[src/rtl/gpio_port_pkg.sv]
package gpio_port_pkg;
   localparam int unsigned REG_ADDR_W    = 2;
   localparam int unsigned CTRL_PIC_BIT  = 0;
   localparam int unsigned CTRL_HOLD_BIT = 1;

   typedef enum logic [REG_ADDR_W-1:0] {
      REG_DATA = 2'd0,
      REG_DIR  = 2'd1,
      REG_FSEL = 2'd2,
      REG_CTRL = 2'd3
   } reg_sel_e;
endpackage

[src/rtl/gpio_port_regs.sv]
module gpio_port_regs
   import gpio_port_pkg::*;
#(
   parameter int unsigned PIN_W = 8
) (
   input  logic                  clk,
   input  logic                  rst_n,
   input  logic                  we,
   input  logic [REG_ADDR_W-1:0] addr,
   input  logic [PIN_W-1:0]      wdata,
   output logic [PIN_W-1:0]      data_q,
   output logic [PIN_W-1:0]      dir_q,
   output logic [PIN_W-1:0]      fsel_q,
   output logic                  pic_q,
   output logic                  hold_q
);
   if (PIN_W < 2) begin : g_bad_width
      $error("gpio_port_regs: PIN_W must be at least 2");
   end

   always_ff @(posedge clk or negedge rst_n) begin
      if (!rst_n) begin
         data_q <= '0;
         dir_q  <= '0;
         fsel_q <= '0;
         pic_q  <= 1'b1;
         hold_q <= 1'b0;
      end else if (we) begin
         case (reg_sel_e'(addr))
            REG_DATA: data_q <= wdata;
            REG_DIR:  dir_q  <= wdata;
            REG_FSEL: fsel_q <= wdata;
            REG_CTRL: begin
               pic_q  <= wdata[CTRL_PIC_BIT];
               hold_q <= wdata[CTRL_HOLD_BIT];
            end
            default: ;
         endcase
      end
   end
endmodule

[src/rtl/gpio_port_insync.sv]
module gpio_port_insync #(
   parameter int unsigned WIDTH  = 8,
   parameter int unsigned STAGES = 2
) (
   input  logic             clk,
   input  logic             rst_n,
   input  logic [WIDTH-1:0] din,
   output logic [WIDTH-1:0] dout
);
   if (STAGES < 2) begin : g_bad_depth
      $error("gpio_port_insync: STAGES must be at least 2");
   end

   logic [WIDTH-1:0] stg [STAGES];

   for (genvar s = 0; s < STAGES; s++) begin : g_stage
      always_ff @(posedge clk or negedge rst_n) begin
         if (!rst_n) begin
            stg[s] <= '0;
         end else if (s == 0) begin
            stg[s] <= din;
         end else begin
            stg[s] <= stg[(s == 0) ? 0 : s-1];
         end
      end
   end

   assign dout = stg[STAGES-1];
endmodule

[src/rtl/gpio_pin_cell.sv]
module gpio_pin_cell (
   input  logic latch,
   input  logic dir,
   input  logic fsel,
   input  logic pic,
   input  logic force_hiz,
   input  logic lcd_val,
   input  logic lcd_oe,
   input  logic sync_in,
   output logic out,
   output logic oe,
   output logic in_gated
);
   logic active;

   assign active   = pic & ~force_hiz;
   assign in_gated = sync_in & active;

   always_comb begin
      if (fsel) begin
         out = lcd_val;
         oe  = lcd_oe & ~dir & active;
      end else begin
         out = latch;
         oe  = dir & active;
      end
   end
endmodule

[src/rtl/gpio_port_standby.sv]
module gpio_port_standby
   import gpio_port_pkg::*;
#(
   parameter int unsigned PIN_W       = 8,
   parameter int unsigned SYNC_STAGES = 2
) (
   input  logic                  clk,
   input  logic                  rst_n,
   input  logic                  bus_we,
   input  logic [REG_ADDR_W-1:0] bus_addr,
   input  logic [PIN_W-1:0]      bus_wdata,
   input  logic                  bus_rmw,
   output logic [PIN_W-1:0]      bus_rdata,
   input  logic [PIN_W-1:0]      pad_in,
   output logic [PIN_W-1:0]      pad_out,
   output logic [PIN_W-1:0]      pad_oe,
   input  logic [PIN_W-1:0]      lcd_com_val,
   input  logic [PIN_W-1:0]      lcd_com_oe,
   input  logic                  stop_mode,
   input  logic                  watch_mode
);
   logic [PIN_W-1:0] data_q, dir_q, fsel_q;
   logic             pic_q, hold_q;
   logic [PIN_W-1:0] sync_in, in_gated;
   logic             force_hiz;

   gpio_port_regs #(.PIN_W(PIN_W)) u_regs (
      .clk    (clk),
      .rst_n  (rst_n),
      .we     (bus_we),
      .addr   (bus_addr),
      .wdata  (bus_wdata),
      .data_q (data_q),
      .dir_q  (dir_q),
      .fsel_q (fsel_q),
      .pic_q  (pic_q),
      .hold_q (hold_q)
   );

   gpio_port_insync #(.WIDTH(PIN_W), .STAGES(SYNC_STAGES)) u_sync (
      .clk   (clk),
      .rst_n (rst_n),
      .din   (pad_in),
      .dout  (sync_in)
   );

   assign force_hiz = (stop_mode | watch_mode) & hold_q;

   for (genvar p = 0; p < PIN_W; p++) begin : g_pin
      gpio_pin_cell u_cell (
         .latch     (data_q[p]),
         .dir       (dir_q[p]),
         .fsel      (fsel_q[p]),
         .pic       (pic_q),
         .force_hiz (force_hiz),
         .lcd_val   (lcd_com_val[p]),
         .lcd_oe    (lcd_com_oe[p]),
         .sync_in   (sync_in[p]),
         .out       (pad_out[p]),
         .oe        (pad_oe[p]),
         .in_gated  (in_gated[p])
      );
   end

   always_comb begin
      bus_rdata = '0;
      case (reg_sel_e'(bus_addr))
         REG_DATA: bus_rdata = bus_rmw ? data_q
                                       : ((dir_q & data_q) | (~dir_q & in_gated));
         REG_DIR:  bus_rdata = dir_q;
         REG_FSEL: bus_rdata = fsel_q;
         REG_CTRL: begin
            bus_rdata[CTRL_PIC_BIT]  = pic_q;
            bus_rdata[CTRL_HOLD_BIT] = hold_q;
         end
         default: ;
      endcase
   end
endmodule

[config.mk]
export PLATFORM = sky130hd
export DESIGN_NAME = gpio_port_standby
export DESIGN_NICKNAME = d
export VERILOG_FILES = /design/src/rtl/gpio_port_pkg.sv /design/src/rtl/gpio_port_regs.sv /design/src/rtl/gpio_port_insync.sv /design/src/rtl/gpio_pin_cell.sv /design/src/rtl/gpio_port_standby.sv
export SDC_FILE = /design/constraint.sdc
export NUM_CORES = 1
export LEC_CHECK = 0
export BUFFER_PORTS_ARGS = -buffer_cell sky130_fd_sc_hd__buf_2
export CAP_MARGIN = 10
export CORE_ASPECT_RATIO = 1.2
export CORE_MARGIN = 2
export CORE_UTILIZATION = 50
export CTS_CLUSTER_DIAMETER = 40
export DETAILED_ROUTE_END_ITERATION = 16
export HOLD_SLACK_MARGIN = 0.05
export PLACE_DENSITY_LB_ADDON = 0.3
export SETUP_SLACK_MARGIN = 0.02
export SYNTH_ARGS = -nofsm -noshare
export SYNTH_HDL_FRONTEND = slang
export SYNTH_SLANG_ARGS = --single-unit
[constraint.sdc]
create_clock -name clk -period 3.8 [get_ports clk]
set_clock_uncertainty 0.15 [all_clocks]
set_input_delay 0.76 -clock clk [delete_from_list [all_inputs] [get_ports clk]]
set_output_delay 0.76 -clock clk [all_outputs]
set_load 0.01 [all_outputs]
==> impl_metrics.yaml <==
yosys:
  synth-compound-area-share_pct: 9.42
  synthAdderAreaFrac_pct: 0
  synth_area_leaders: "dfrtp_1 (48%), mux2_2 (12%), mux2_4 (11%), buf_4 (6.4%), nand2b_1 (3.2%)"
  synth_top_family_by_area: "multiplexers"
  ys.flop_type: "dfrtp_1"
  synth_area_um2: 2130
  synth_edf_count: 0
  ys_seq_elements: 42
  synthMuxAreaShare_pct: 23.9
  synthXorXnorAreaFrac_pct: 0
  synth_most_common_cell: "dfrtp_1"
  synth_fp_nets: 207
  post-synth-top-area-cell: "dfrtp_1"
  synthSimpleGateAreaFrac_pct: 10.2
  syn_area_per_cell_um2: 12.7
  synthTopCellsByCount: "dfrtp_1 (41), mux2_2 (22), buf_4 (18), mux2_4 (16), nand2b_1 (11)"
  yosys_warnings: 0
  netlist.area_leader.share_pct: 48.3
  syn_inst: 167
  async_reset_ff_share_pct: 100
  synthDistinctLibCells: 25
  seq_area_frac_synth_pct: 49.5
min_path:
  hp-start: "u_sync.stg[12]"
  min_delay_path_depth: 0
  hold_class: "reg2reg"
  whs_endpoint: "u_sync.dout[4]"
grt:
  overflow: 0
  antenna_found_initial: 0
  grt_pass1_wl_um: 7040
  grt_pass1_vias: 1460
  grt_max_degree: 43
  grtUsageTotal_pct: 19.7
route:
  routed_via_density: 5.44
  wl_per_cell_um: 15.6
  antenna_left: 0
  vias: 1474
  drtIter0Drc: 49
  totalWireLength_um: 4240
  first_pass_iters: 4
  post-route-drc-count: 0
power_and_ir_drop:
  pwr-share-comb_pct: 24.7
  vdd_drop_max_v: 0.000282
  power_frac_clock_pct: 27.2
  netSwitchingFraction_pct: 27.6
  intPower_mw: 0.864
  finalPower_mw: 1.19
  seqPwrFrac_pct: 48.1
  power_leakage_nw: 1.16
  power-per-cell-area_nw_per_um2: 483
  net-switching-power_mw: 0.329
timing:
  setup-violations-final: 0
  finalCriticalPeriod_ns: 3.05
  setup_slack_ns: 0.753
  tightestPinTransition_ns: 0.871
  maxSlewHeadroom_pct: 41.9
  clock.fmax_ghz: 0.328
  min_period_over_period_pct: 80.2
  rsz0062_at_grt: "false"
  hold_ws_ns: 0.201
  finalSetupTns_ns: 0
  finalHoldViolCount: 0
  maxSlewViolCount: 0
setup_path:
  cp.arrival_ns: 2.14
  cp_max_fo: 13
  crit_type: "in2out"
  r2r_start: "u_regs.dir_q[0]"
  rrSetupSlack_ns: 2.83
  cp-start-kind: "primary input"
  reg2reg_depth: 1
  critPathRequiredTime_ns: 2.89
  end_kind: "primary output"
  r2r_end: "u_regs.dir_q[0]"
die:
  io-pin-count: 64
  dieWidth_um: 63.5
  die_area_um2: 4790
  core_um2: 4000
  start_util_pct: 53.1
  die_h_um: 75.4
  num_rows: 25
cts:
  holdBufCountCts: 0
  cts_tree: "yes"
  ctsRootBufferMaster: "clkbuf_8"
  cts_buffers: 5
  clock_latency_ns: 0.29
  clk_path_buf_depth: 2
  clkSinkCount: 42
  htree_levels: 2
  cts_resized: 0
  cts_setup_buffers: 0
  clkTransAtPathRegs_ns: 0.07
finish:
  fin_cells: 271
  regArea_um2: 1050
  synthToLayoutAreaGrowth_pct: 16.2
  drive_gt1_share_pct: 51.6
  nets: 256
  multi_input_area_um2: 925
  diodes: 0
  nFillCells: 366
place:
  numPortBuffers: 63
  place_ws_ns: 0.755
  place_inst: 263
  gp_congestion: 0.719
  place_hpwl_um: 3050
run_status:
  status: "finished clean"
flow_run:
  maxCapViolCount: 0
per-stage QoR:
step / utilization (%) / cell area (um^2)
after global routing: 61.7 / 2470
final: 61.7 / 2470
after floorplan: - / 2130
after CTS: 61.7 / 2470
after global placement: 58.9 / 2360
after detailed placement: 58.9 / 2360
how the worst max path moves through the flow:
stage / to / startpoint / cells past startpoint / slack (ns)
2_1_floorplan: bus_rdata[2] / watch_mode / 3 / 1.30
3_3_place_gp: bus_rdata[6] / bus_addr[1] / 5 / 0.75
3_5_place_dp: bus_rdata[3] / bus_addr[1] / 5 / 0.75
4_1_cts: bus_rdata[3] / bus_addr[1] / 5 / 0.75
5_1_grt: bus_rdata[3] / bus_addr[1] / 5 / 0.69
6_report: bus_rdata[6] / bus_addr[1] / 5 / 0.75
worst max-delay path, cell delays in order:
cell and delay, ns:
buf_2 0.20, nor2_4 0.28, nand4b_1 0.39, o221ai_1 0.33, buf_2 0.18
cell usage in the layout (no fill, tap or decap):
| cell type | instances |
|---|---|
| clkbuf_8 | 8 |
| buf_2 | 63 |
| nand2b_1 | 11 |
| a31oi_1 | 2 |
| nand2_1 | 7 |
| mux2i_1 | 2 |
| a32oi_1 | 6 |
| mux2_2 | 22 |
| and2_1 | 1 |
| nor2_4 | 1 |
| o2bb2ai_1 | 2 |
| o221ai_1 | 6 |
| nand4b_1 | 1 |
| nand3b_1 | 5 |
| nor2b_1 | 1 |
| nand3_1 | 1 |
| nor4bb_1 | 2 |
| dfrtp_1 | 41 |
| nand2_4 | 1 |
| mux2_4 | 16 |
| dfstp_2 | 1 |
| o21ai_0 | 9 |
| a21oi_1 | 4 |
| nor2_1 | 4 |
power by group through the flow:
| stage | Combinational, mW | Sequential [mW] | Clock (mW) |
|---|---|---|---|
| after CTS | 0.299 | 0.572 | 0.332 |
| after floorplan | 0.244 | 0.561 | 0 |
| after global routing | 0.324 | 0.585 | 0.347 |
| after detailed placement | 0.298 | 0.581 | 0 |
| after global placement | 0.292 | 0.579 | 0 |
| final | 0.294 | 0.573 | 0.325 |
flip-flops by register name (all words and copies together) (netlist names):
| name | flops |
|---|---|
| u_sync.dout | 8 |
| u_regs.fsel_q | 8 |
| u_sync.stg | 8 |
| u_regs.hold_q | 1 |
| u_regs.pic_q | 1 |
| u_regs.data_q | 8 |
| u_regs.dir_q | 8 |
layer usage:
| metal | part of all wire (%) | up-vias | GRT usage (%) |
|---|---|---|---|
| li1 | - | 696 | - |
| met1 | 43 | 722 | 24.0 |
| met2 | 50 | 50 | 35.2 |
| met3 | 5.7 | 6 | 4.28 |
| met4 | 1.3 | 0 | 7.00 |
| met5 | 0 | - | 0 |
final cells by class:
cell class	count	area share (%)
timing repair buffer	63	12.8
clock buffer	8	4.46
tap	54	2.74
sequential	42	42.6
multi-input combinational	104	37.4
logic make-up after synthesis:
kind of cell    after synthesis
mux                          40
simple gates                 35
flops                        42
compound gates               29
buf+inv                      21
Note: power is estimated with default switching activity, not from simulation.
